--- src/rtl/ptw_pkg.sv ---
package ptw_pkg;

    typedef enum logic [2:0] {
        S_IDLE  = 3'd0,
        S_DIR   = 3'd1,
        S_EVEN  = 3'd2,
        S_ODD   = 3'd3,
        S_WRITE = 3'd4,
        S_DONE  = 3'd5
    } walk_state_e;

    localparam logic [1:0] RES_MATCH   = 2'd0;
    localparam logic [1:0] RES_INVALID = 2'd1;
    localparam logic [1:0] RES_MODIFY  = 2'd2;
    localparam logic [1:0] RES_NOMATCH = 2'd3;

endpackage

--- src/rtl/ptw_addr_gen.sv ---
// Address arithmetic for the two memory levels.
module ptw_addr_gen #(
    parameter int          AW       = 32,
    parameter logic [AW-1:0] KBASE  = 32'h8000_0000,
    parameter int          DIR_LSB  = 22,
    parameter int          PAIR_LSB = 13
) (
    input  logic [AW-1:0]          dir_base,
    input  logic [AW-1:0]          tbl_ptr,
    input  logic [AW-1:PAIR_LSB]   va_hi,
    output logic [AW-1:0]          dir_addr,
    output logic [AW-1:0]          even_addr,
    output logic [AW-1:0]          odd_addr
);
    localparam int DIR_W  = AW - DIR_LSB;
    localparam int PAIR_W = DIR_LSB - PAIR_LSB;

    logic [AW-1:0] dir_off;
    logic [AW-1:0] pair_off;

    always_comb begin
        dir_off   = {{(AW-DIR_W-2){1'b0}}, va_hi[AW-1:DIR_LSB], 2'b00};
        pair_off  = {{(AW-PAIR_W-3){1'b0}}, va_hi[DIR_LSB-1:PAIR_LSB], 3'b000};
        dir_addr  = (dir_base - KBASE) + dir_off;
        even_addr = (tbl_ptr - KBASE) + pair_off;
        odd_addr  = even_addr + AW'(4);
    end
endmodule

--- src/rtl/ptw_entry_eval.sv ---
// Judges the faulting access against the selected half of the refilled pair.
module ptw_entry_eval #(
    parameter int AW         = 32,
    parameter int PTE_SHIFT  = 6,
    parameter int PAGE_SHIFT = 12,
    parameter int VALID_BIT  = 1,
    parameter int DIRTY_BIT  = 2
) (
    input  logic [AW-1:0]         lo_even,
    input  logic [AW-1:0]         lo_odd,
    input  logic                  odd_sel,
    input  logic [PAGE_SHIFT-1:0] page_off,
    input  logic                  is_write,
    output logic [1:0]            result,
    output logic [AW-1:0]         paddr
);
    import ptw_pkg::*;

    logic [AW-1:0] entry;
    logic [AW-1:0] frame;

    always_comb begin
        entry = odd_sel ? lo_odd : lo_even;
        frame = (entry >> PTE_SHIFT) << PAGE_SHIFT;
        paddr = frame | {{(AW-PAGE_SHIFT){1'b0}}, page_off};
        if (!entry[VALID_BIT]) begin
            result = RES_INVALID;
        end else if (is_write && !entry[DIRTY_BIT]) begin
            result = RES_MODIFY;
        end else begin
            result = RES_MATCH;
        end
    end
endmodule

--- src/rtl/ptw_victim_ctr.sv ---
// Round-robin slot pointer, steps once per translation write.
module ptw_victim_ctr #(
    parameter int N     = 16,
    parameter int IDX_W = $clog2(N)
) (
    input  logic             clk,
    input  logic             rst_n,
    input  logic             adv,
    output logic [IDX_W-1:0] idx
);
    logic [IDX_W-1:0] idx_d, idx_q;

    always_comb begin
        idx_d = idx_q;
        if (adv) begin
            idx_d = (idx_q == IDX_W'(N-1)) ? '0 : idx_q + 1'b1;
        end
    end

    always_ff @(posedge clk or negedge rst_n) begin
        if (!rst_n) idx_q <= '0;
        else        idx_q <= idx_d;
    end

    assign idx = idx_q;
endmodule

--- src/rtl/ptw_walker.sv ---
module ptw_walker #(
    parameter int            AW          = 32,
    parameter int            TLB_ENTRIES = 16,
    parameter logic [AW-1:0] KBASE       = 32'h8000_0000,
    parameter int            DIR_LSB     = 22,
    parameter int            PAGE_SHIFT  = 12,
    parameter int            PTE_SHIFT   = 6,
    parameter int            VALID_BIT   = 1,
    parameter int            DIRTY_BIT   = 2,
    localparam int           IDX_W       = $clog2(TLB_ENTRIES),
    localparam int           PAIR_LSB    = PAGE_SHIFT + 1,
    localparam int           VPN_W       = AW - PAIR_LSB
) (
    input  logic             clk,
    input  logic             rst_n,
    input  logic             start_i,
    input  logic [AW-1:0]    vaddr_i,
    input  logic             is_write_i,
    input  logic [AW-1:0]    dir_base_i,
    output logic             busy_o,
    output logic             mem_req_o,
    output logic [AW-1:0]    mem_addr_o,
    input  logic             mem_ack_i,
    input  logic [AW-1:0]    mem_rdata_i,
    output logic             tlb_we_o,
    output logic [IDX_W-1:0] tlb_idx_o,
    output logic [VPN_W-1:0] tlb_vpn2_o,
    output logic [AW-1:0]    tlb_lo0_o,
    output logic [AW-1:0]    tlb_lo1_o,
    output logic             done_o,
    output logic [1:0]       result_o,
    output logic [AW-1:0]    paddr_o
);
    import ptw_pkg::*;

    typedef struct packed {
        walk_state_e   st;
        logic [AW-1:0] va;
        logic          wr;
        logic [AW-1:0] base;
        logic [AW-1:0] tbl;
        logic [AW-1:0] lo0;
        logic [AW-1:0] lo1;
        logic [1:0]    res;
        logic [AW-1:0] pa;
    } walk_regs_t;

    walk_regs_t d, q;

    logic [AW-1:0] dir_addr, even_addr, odd_addr;
    logic [1:0]    eval_res;
    logic [AW-1:0] eval_pa;

    ptw_addr_gen #(
        .AW(AW), .KBASE(KBASE), .DIR_LSB(DIR_LSB), .PAIR_LSB(PAIR_LSB)
    ) u_addr (
        .dir_base  (q.base),
        .tbl_ptr   (q.tbl),
        .va_hi     (q.va[AW-1:PAIR_LSB]),
        .dir_addr  (dir_addr),
        .even_addr (even_addr),
        .odd_addr  (odd_addr)
    );

    ptw_entry_eval #(
        .AW(AW), .PTE_SHIFT(PTE_SHIFT), .PAGE_SHIFT(PAGE_SHIFT),
        .VALID_BIT(VALID_BIT), .DIRTY_BIT(DIRTY_BIT)
    ) u_eval (
        .lo_even  (q.lo0),
        .lo_odd   (q.lo1),
        .odd_sel  (q.va[PAGE_SHIFT]),
        .page_off (q.va[PAGE_SHIFT-1:0]),
        .is_write (q.wr),
        .result   (eval_res),
        .paddr    (eval_pa)
    );

    ptw_victim_ctr #(
        .N(TLB_ENTRIES), .IDX_W(IDX_W)
    ) u_victim (
        .clk   (clk),
        .rst_n (rst_n),
        .adv   (tlb_we_o),
        .idx   (tlb_idx_o)
    );

    // Next-state computation
    always_comb begin
        d = q;
        unique case (q.st)
            S_IDLE: begin
                if (start_i) begin
                    d.va   = vaddr_i;
                    d.wr   = is_write_i;
                    d.base = dir_base_i;
                    if (dir_base_i == '0) begin
                        d.res = RES_NOMATCH;
                        d.st  = S_DONE;
                    end else begin
                        d.st  = S_DIR;
                    end
                end
            end
            S_DIR: begin
                if (mem_ack_i) begin
                    d.tbl = mem_rdata_i;
                    d.st  = S_EVEN;
                end
            end
            S_EVEN: begin
                if (mem_ack_i) begin
                    d.lo0 = mem_rdata_i >> PTE_SHIFT;
                    d.st  = S_ODD;
                end
            end
            S_ODD: begin
                if (mem_ack_i) begin
                    d.lo1 = mem_rdata_i >> PTE_SHIFT;
                    d.st  = S_WRITE;
                end
            end
            S_WRITE: begin
                d.res = eval_res;
                d.pa  = eval_pa;
                d.st  = S_DONE;
            end
            S_DONE:  d.st = S_IDLE;
            default: d.st = S_IDLE;
        endcase
    end

    // State register; S_IDLE encodes as all zeros
    always_ff @(posedge clk or negedge rst_n) begin
        if (!rst_n) q <= '0;
        else        q <= d;
    end

    // Output decode
    always_comb begin
        mem_req_o = (q.st == S_DIR) || (q.st == S_EVEN) || (q.st == S_ODD);
        unique case (q.st)
            S_DIR:   mem_addr_o = dir_addr;
            S_EVEN:  mem_addr_o = even_addr;
            S_ODD:   mem_addr_o = odd_addr;
            default: mem_addr_o = '0;
        endcase
    end

    assign busy_o     = (q.st != S_IDLE);
    assign tlb_we_o   = (q.st == S_WRITE);
    assign tlb_vpn2_o = q.va[AW-1:PAIR_LSB];
    assign tlb_lo0_o  = q.lo0;
    assign tlb_lo1_o  = q.lo1;
    assign done_o     = (q.st == S_DONE);
    assign result_o   = q.res;
    assign paddr_o    = q.pa;

endmodule

--- config.mk ---
export PLATFORM = sky130hd
export DESIGN_NAME = ptw_walker
export DESIGN_NICKNAME = d
export VERILOG_FILES = /design/src/rtl/ptw_pkg.sv /design/src/rtl/ptw_addr_gen.sv /design/src/rtl/ptw_entry_eval.sv /design/src/rtl/ptw_victim_ctr.sv /design/src/rtl/ptw_walker.sv
export SDC_FILE = /design/constraint.sdc
export NUM_CORES = 1
export LEC_CHECK = 0
export BUFFER_PORTS_ARGS = -buffer_cell sky130_fd_sc_hd__buf_2
export CAP_MARGIN = 20
export CORE_MARGIN = 3
export CORE_UTILIZATION = 45
export CTS_BUF_LIST = sky130_fd_sc_hd__clkbuf_16
export DETAILED_ROUTE_END_ITERATION = 12
export PLACE_DENSITY = 0.69
export SYNTH_ARGS = -nofsm -noshare
export SYNTH_HDL_FRONTEND = slang
export SYNTH_SLANG_ARGS = --single-unit
--- constraint.sdc ---
create_clock -name clk -period 5.2 [get_ports clk]
set_clock_uncertainty 0.1 [all_clocks]
set_input_delay 1.04 -clock clk [delete_from_list [all_inputs] [get_ports clk]]
set_output_delay 1.04 -clock clk [all_outputs]
set_load 0.02 [all_outputs]
* Word-level counts from Yosys, hierarchy flattened
Index checks and enable logic that the tools add are counted.
** Cells by class
- Bitwise gates (word level) :: 1
- Reduce and logical (&&, ||, !) cells :: 14
- Equality and inequality tests :: 11
- Mux-type cells :: 14
- Add/sub/neg operators :: 6
** Operators with widths (count)
- case mux 32 bit (3 select lines) :: 1
- 2-to-1 mux 68 bit :: 1
- adder 32 x 12 -> 32 bit :: 2
- subtractor 32 bit (second input constant) :: 2
- adder 32 x 3 -> 32 bit (second input constant) :: 1
- logical NOT 32 bit :: 1
- bitwise OR 32 x 12 -> 32 bit :: 1
- 2-to-1 mux 26 bit :: 1
- case mux 3 bit (5 select lines) :: 1
- 2-to-1 mux 3 bit :: 4
- inequality test 2 bit (second input constant) :: 5
- 2-to-1 mux 2 bit :: 4
- AND reduction 2 bit :: 4
- equality test 3 x 2 -> 1 bit (second input constant) :: 2
- equality test 3 bit (second input constant) :: 2
- adder 4 x 1 -> 4 bit (second input constant) :: 1
- equality test 4 bit (second input constant) :: 1
- 2-to-1 mux 4 bit :: 1
- case mux 2 bit (2 select lines) :: 1
- AND reduction 4 bit :: 1
- equality test 3 x 1 -> 1 bit (second input constant) :: 1
- logical NOT 3 bit :: 1
- AND reduction 3 bit :: 1
- nonzero test 3 bit :: 1
- 4 further kinds :: 5
** Word-level totals
- Output and inout port bits :: 157
- Bits of input ports :: 101
- Bits in registers :: 190

* Longest topological paths before layout
Gate-level depths: netlist of the first run.
- Word-level depth :: 6
- Depth in mapped cells :: 13
- Mapped depth without buffers :: 11

* By module
A second synthesis of the first run with hierarchy kept.
** Unflattened totals
- Cell total of the unflattened synthesis :: 1149
- Area total of the unflattened synthesis :: 11995.3 um^2
** Modules (own cells, without submodules)
- ptw_walker :: instances 1, area each 8785.9 um^2, sequential area each 4654.5 um^2, cells each 723
- ptw_addr_gen :: instances 1, area each 2657.5 um^2, sequential area each 0.0 um^2, cells each 371
- ptw_entry_eval :: instances 1, area each 371.6 um^2, sequential area each 0.0 um^2, cells each 38
- ptw_victim_ctr :: instances 1, area each 180.2 um^2, sequential area each 100.1 um^2, cells each 17

* Worst setup path after synthesis of the first run
OpenSTA, ideal clock, no wires.
- Path kind :: register to output
- From :: register q, in the netlist tlb_vpn2_o[0]
- To :: output mem_addr_o[28]
- Setup slack :: 689 ps
- Arrival time :: 3371 ps
- Cell stages (with the launch flop) :: 12
- Path buffers :: 0
- Required time :: 4060 ps
- Path through :: dfrtp_1 ha_1 fa_1 a21oi_1 o221ai_1 a211oi_1 o31ai_1 nor4_1 and4bb_2 nand4b_1 xnor2_1 o22ai_1
** Between the ends
- Word-level cells in the longest chain between the ends :: 3
** RTL lines
- start, declared :: RTL line ptw_walker.sv:48 : walk_regs_t d, q;
- start signal, assigned :: RTL line ptw_walker.sv:134 : if (!rst_n) q <= '0;
- start signal, assigned :: RTL line ptw_walker.sv:135 : else q <= d;
- adder 32 x 12 -> 32 bit * :: RTL line ptw_addr_gen.sv:25 : even_addr = (tbl_ptr - KBASE) + pair_off;
- adder 32 x 3 -> 32 bit :: RTL line ptw_addr_gen.sv:26 : odd_addr = even_addr + AW'(4);
- case mux 32 bit (3 select lines) * :: RTL line ptw_walker.sv:141 : unique case (q.st)
- end, declared :: RTL line ptw_walker.sv:22 : output logic [AW-1:0] mem_addr_o,
Every way passes the cells marked *; elsewhere a longest branch is shown, timed or not.

* Final worst setup path of the first run
- From :: register q, in the netlist tlb_vpn2_o[0]
- To :: output mem_addr_o[31]
The elaborated chain is that of the path after synthesis.

==> results.py, run 1 <==
metrics = {
    "run_status": {
        "status": "finished clean",
    },
    "cells_and_area": {
        "multi_input_area_sq_mm": 0.00518,
        "seq_area_sq_mm": 0.00475,
        "fillers": 2180,
        "area_delta_synth_final_pct": 13.7,
        "final_cell_area_sq_mm": 0.0124,
        "antenna_cells": 0,
        "fin_nets": 1251,
        "drive_gt1_frac": 0.433,
    },
    "timing": {
        "worst_slack_ps": 212,
        "drv_slew": 0,
        "hold_slack_ps": 405,
        "fmax_ghz": 0.200,
        "worstMarginPinSlew_ps": 917,
        "max-slew-margin-rel": 0.382,
        "finalHoldViolations": 0,
        "fin_crit_ps": 4990,
        "min_period_over_period": 0.959,
        "setup_viol": 0,
        "tns_ps": 0,
    },
    "critical_path": {
        "cp_num_buf_inv": 1,
        "reg2reg_from": "q[195]",
        "path_class": "reg -> out",
        "reg2reg_slack_ps": 1570,
        "crit_chain": "ha_1 > fa_2 > a21oi_2 > o221ai_2 > a211oi_2 > o31ai_1 > nor4_4 > and4bb_1 > nand2b_1 > or4_1 > o211ai_1 > buf_4",
        "arrival_ps": 3850,
        "startpoint": "tlb_vpn2_o[0]",
        "cp_data_required_time_ps": 4060,
        "cp_max_fo": 4,
        "critPathSlowestCell": "or4_1",
        "worstSetupStartpointType": "flip-flop",
        "critPathTopFamily": "simple AND/OR/NAND/NOR gates",
        "critPathMaxStageDelay_ps": 410,
        "crit_path_end_kind": "output pin",
    },
    "placement": {
        "dp_slack_ps": 333,
        "dp_hpwl_mm": 19.1,
        "port_buffers": 245,
        "place_area_sq_mm": 0.0116,
        "place.gp.congestion": 0.816,
    },
    "synth": {
        "yosysMostFrequentCell": "dfrtp_1",
        "syn_inst": 996,
        "synth_area_leaders": "dfrtp_1 44%, mux2_2 17%, buf_4 8.1%, xnor2_1 3.4%, ha_1 2.4%",
        "synth_simple_gate_area_share": 0.116,
        "async_reset_ff_frac": 1.00,
        "syn_avg_cell_area_sq_um": 10.9,
        "synth.top_cell.area_share": 0.438,
        "synth_compound_area_frac": 0.0760,
        "synth_fa_ha_area_frac": 0.0279,
        "synth-edff-count": 0,
        "synth_area_sq_mm": 0.0109,
        "yosysTopAreaCell": "dfrtp_1",
        "yosysSeqAreaShare": 0.438,
        "synth.distinct_cells": 61,
        "synthMuxAreaShare": 0.185,
        "synth_ff_type": "dfrtp_1",
        "synth_top_family_by_area": "multiplexers",
        "synth_common_cells": "190 x dfrtp_1, 161 x mux2_2, 117 x buf_4",
        "synthXorXnorAreaFrac": 0.0572,
        "synth-seq-cells": 190,
        "ys_warn_count": 0,
    },
    "route": {
        "drt_iter0_drc": 412,
        "routedWlPerCell_microns": 17.7,
        "ant_nets": 0,
        "dr.pass1.iters": 4,
        "routed_wirelength_mm": 25.9,
        "vias_per_cell": 5.24,
        "drc": 0,
        "via_count": 7651,
    },
    "floorplan": {
        "die_x_microns": 161,
        "initial_core_util": 0.460,
        "dieArea_sq_mm": 0.0260,
        "core.rowCount": 56,
        "die_h_microns": 161,
        "coreArea_sq_mm": 0.0236,
        "ioPinCount": 258,
    },
    "clock_tree": {
        "holdBufCountCts": 0,
        "cts_buffers": 17,
        "cts_tree": "yes",
        "cts_max_level": 4,
        "cts.sinks": 190,
        "cts_root_buffer": "clkbuf_16",
        "clock_latency_ps": 440,
        "path_clk_slew_ps": 70,
        "clockBufferDepth": 2,
    },
    "global_route": {
        "grt_pass1_wl_mm": 40.8,
        "grt.total_usage": 0.197,
        "grt.overflow.total": 0,
        "antenna_found_initial": 2,
        "grt_max_degree": 107,
        "grt_pass1_vias": 7613,
    },
    "min_path": {
        "min_path_type": "reg -> reg",
        "min-delay-start": "tlb_lo1_o[0]",
    },
    "run": {
        "drv_cap": 0,
    },
    "power_and_ir_drop": {
        "p_leak_nw": 5.52,
        "powerDensity_mw_per_mm2": 793,
        "vdd_ir_drop_max_v": 0.000505,
        "power_mw": 9.79,
    },
}
## stage by stage
step           cells   util
2_1_floorplan   1007      -
3_3_place_gp    1423  0.492
3_5_place_dp    1423  0.492
4_1_cts         1455  0.518
5_1_grt         1459  0.523
6_report        1459  0.523
## timing repair
item / in CTS / in global routing
endpoints found under the setup margin: 6 / 12
buffers inserted: 0 / 4
resized for setup: 4 / 16
pin swaps: 1 / 6
## path summary, 6_finish.rpt
| check | to | depth (start not counted) |
|---|---|---|
| worst max-delay path | mem_addr_o[31] | 12 |
| max in group asynchronous | tlb_lo1_o[11] | 2 |
| worst min register to register | tlb_lo1_o[0] | 1 |
| worst max register to register | q[100] | 4 |
| worst min-delay path | tlb_lo1_o[0] | 1 |
| min in group asynchronous | tlb_lo0_o[5] | 1 |
## layout make-up
cell class | count | area share
Clock inverter | 15 | 0.0154
Sequential cell | 190 | 0.385
Multi-Input combinational cell | 649 | 0.420
Clock buffer | 17 | 0.0344
Timing Repair Buffer | 260 | 0.111
Tap cell | 319 | 0.0323
Inverter | 9 | 0.00274
## registers in the layout (all words and copies together) (netlist names)
name          flops
result_o          2
tlb_vpn2_o       19
u_victim.idx      4
tlb_lo0_o        26
q                81
paddr_o          32
tlb_lo1_o        26
## power by group
group	leakage (nW)	internal [mW]	switching (mW)	total, mW
registers	2.26	2.23	0.661	2.89
logic	2.97	2.33	3.23	5.56
clock network	0.294	0.657	0.681	1.34
total	5.52	5.23	4.57	9.79
## cell usage in the layout, fill, tap and decap left out, drive strengths merged, types with 8 or more instances in the layout
cell type	netlist	layout
nand3	34	34
nand2b	10	10
buf	127	258
a21o	9	9
xnor2	42	42
clkbuf	32	19
nor3	15	15
o21ai	16	16
clkinv	0	8
nand4	17	17
o22ai	22	22
inv	9	15
a21oi	43	43
nor2	54	54
conb	1	12
and3	14	14
xor2	29	29
mux2i	20	20
dfrtp	190	190
ha	21	21
nand2	45	45
nor4	15	15
a22oi	8	8
mux2	161	161
## metal layers
metal | up-vias | part of all wire | GRT usage
li1 | 3680 | - | -
met1 | 3747 | 0.44 | 0.260
met2 | 197 | 0.49 | 0.326
met3 | 23 | 0.063 | 0.0551
met4 | 4 | 0.013 | 0.0391
met5 | - | 0.00085 | 0
## kinds of logic after synthesis
group / Yosys count
and+or+nand+nor: 234
muxes: 181
other: 1
DFF: 190
xor gates and xnor gates: 71
adders and majority gates: 23
AOI/OAI and AO/OA: 128
buffers and inverters: 168
(Power assumes the default switching activity.)
==> run 2, diff against run 1 <==
--- a/config.mk
+++ b/config.mk
@@ -11,5 +11,4 @@
 export CORE_UTILIZATION = 45
-export CTS_BUF_LIST = sky130_fd_sc_hd__clkbuf_16
 export DETAILED_ROUTE_END_ITERATION = 12
-export PLACE_DENSITY = 0.69
+export PLACE_DENSITY = 0.71
 export SYNTH_ARGS = -nofsm -noshare
==> constraint.sdc (replaced) <==
create_clock -name clk -period 4 [get_ports clk]
set_clock_uncertainty 0.1 [all_clocks]
set_input_delay 0.8 -clock clk [delete_from_list [all_inputs] [get_ports clk]]
set_output_delay 0.8 -clock clk [all_outputs]
set_load 0.005 [all_outputs]
==> run 2 against run 1 <==
  * The flow now finishes with violations (setup timing)
  * Sequential power increased by 30%
  * Sequential cell count unchanged
  * Highest routed layer unchanged
  * Largest cell class unchanged
  * Final area increased by 8.4%
  * Sequential share of layout area decreased by 3.0 points
  * Count of clock-buffer cells in the layout unchanged
  * Critical path depth increased by 1
  * Combinational power increased by 42%
==> results.py, run 2 (same netlist as run 1, synthesis figures left out) <==
metrics = {
    "run_status": {
        "status": "finished, violations left",
        "violations": "setup timing",
    },
    "cells_and_area": {
        "drive_gt1_frac": 0.506,
        "regMostFlops": "q",
        "seq_area_sq_mm": 0.00475,
        "multi_input_area_sq_mm": 0.00546,
        "fillers": 2048,
        "layout_commonest_cell": "buf_2",
        "finalNonFillerCells": 1559,
        "final_cell_mix": "244 x buf_2, 190 x dfrtp_1, 161 x mux2_2",
        "largest_reg_flops": 81,
        "area_delta_synth_final_pct": 23.3,
        "fin_nets": 1349,
    },
    "route": {
        "vias_per_cell": 5.33,
        "routed_wirelength_mm": 28.1,
        "dr.pass1.iters": 5,
        "ant_nets": 0,
        "routedWlPerCell_microns": 18.0,
        "drt_iter0_drc": 465,
        "via_count": 8307,
        "drc": 0,
    },
    "min_path": {
        "min_path_type": "in -> async",
    },
    "timing": {
        "fmax_ghz": 0.216,
        "fin_crit_ps": 4630,
        "drv_slew": 0,
        "worstMarginPinSlew_ps": 826,
        "finalHoldViolations": 0,
        "max-slew-margin-rel": 0.444,
        "tns_ps": -8440,
        "rsz0062_at_grt": "true",
        "min_period_over_period": 1.16,
        "setup_viol": 22,
        "worst_slack_ps": -635,
    },
    "power_and_ir_drop": {
        "vdd_ir_drop_max_v": 0.000394,
        "powerDensity_mw_per_mm2": 1000,
        "p_leak_nw": 6.03,
    },
    "clock_tree": {
        "cts_tree": "yes",
        "clock_latency_ps": 430,
        "holdBufCountCts": 0,
        "cts.sinks": 190,
        "cts_root_buffer": "clkbuf_16",
        "path_clk_slew_ps": 80,
        "cts_buffers": 17,
        "clockBufferDepth": 2,
        "cts_max_level": 4,
    },
    "global_route": {
        "grt.overflow.total": 0,
        "grt_pass1_vias": 8326,
        "antenna_found_initial": 3,
        "grt_max_degree": 69,
        "grt_pass1_wl_mm": 43.8,
        "grt.total_usage": 0.211,
    },
    "placement": {
        "place.gp.congestion": 0.870,
        "port_buffers": 245,
        "dp_hpwl_mm": 20.7,
        "placed_cells": 1509,
    },
    "floorplan": {
        "ioPinCount": 258,
        "initial_core_util": 0.460,
        "die_x_microns": 161,
        "die_h_microns": 161,
        "coreArea_sq_mm": 0.0236,
        "dieArea_sq_mm": 0.0260,
        "core.rowCount": 56,
    },
    "critical_path": {
        "cp_max_fo": 4,
        "worstSetupStartpointType": "flip-flop",
        "cp_data_required_time_ps": 3100,
        "path_class": "reg -> out",
        "crit_path_end_kind": "output pin",
        "arrival_ps": 3730,
    },
    "run": {
        "drv_cap": 0,
    },
}
-- run 2: cell types whose count changed in the layout (fill, tap and decap cells not counted), sizes merged --
cell / delta
buf: +99
clkinv: -2
diode: +2
inv: +2
bufinv: +1
clkbuf: -1
clkinvlp: -1
-- run 2: worst paths after layout --
| path | cells after the start | slack (ps) | from | to |
|---|---|---|---|---|
| max | 13 | -630 | tlb_vpn2_o[0] | mem_addr_o[31] |
| min | 1 | 250 | rst_n | tlb_vpn2_o[12] |
| max reg2reg | 4 | 1150 | q[196] | tlb_lo1_o[4] |
| min reg2reg | 1 | 400 | q[164] | paddr_o[1] |
| max in group asynchronous | 2 | 2710 | rst_n | q[155] |
| min in group clk | 1 | 400 | q[164] | paddr_o[1] |
-- run 2: cell type report --
| cell class | instances | share of cell area |
|---|---|---|
| inverters | 9 | 0.00252 |
| clock inverters | 15 | 0.0138 |
| repair buffers | 358 | 0.159 |
| multi-input cells | 649 | 0.408 |
| diodes | 2 | 0.000374 |
| well taps | 319 | 0.0298 |
| clock buffers | 17 | 0.0318 |
| flip-flops and latches | 190 | 0.355 |
-- run 2: worst max-delay path: stages (launching register included) --
cell	delay [ps]
dfrtp_1	390
ha_2	200
fa_2	370
a21oi_4	220
o221ai_4	160
a211oi_2	260
o31ai_2	110
nor4_2	370
buf_4	190
and4bb_2	270
nand2b_1	90
or4_4	430
o211ai_1	90
buf_2	170
-- run 2: layer usage --
layer  wire [microns]  track usage  vias up
met1            11900        0.270     4111
met2            14000        0.356      264
met4              618       0.0637        2
met5               13            0        -
li1                 -            -     3884
met3             1620       0.0500       46
-- run 2: stage by stage --
step	utilization	instance area [sq um]	power [mW]	setup slack, ps	hold WS (ps)
CTS	0.559	13200	13.1	-587	243
floorplan	-	10900	8.43	-18.4	375
global route	0.567	13400	14.3	-757	262
global placement	0.520	12300	10.6	-357	380
finish	0.567	13400	13.4	-635	246
detailed placement	0.520	12300	10.8	-470	390
-- run 2: power breakdown --
| group | total, mW | leakage [nW] | internal [mW] | switching [mW] |
|---|---|---|---|---|
| sequential | 3.76 | 2.26 | 2.90 | 0.853 |
| combinational | 7.87 | 3.48 | 4.09 | 3.78 |
| clock | 1.76 | 0.299 | 0.904 | 0.855 |
-- run 2: repair_timing --
item | 4_1_cts | 5_1_grt
pin swaps | 27 | 19
endpoints found under the setup margin | 22 | 24
endpoints found under the hold margin | 0 | 0
setup buffers | 14 | 6
gates resized for setup | 39 | 25
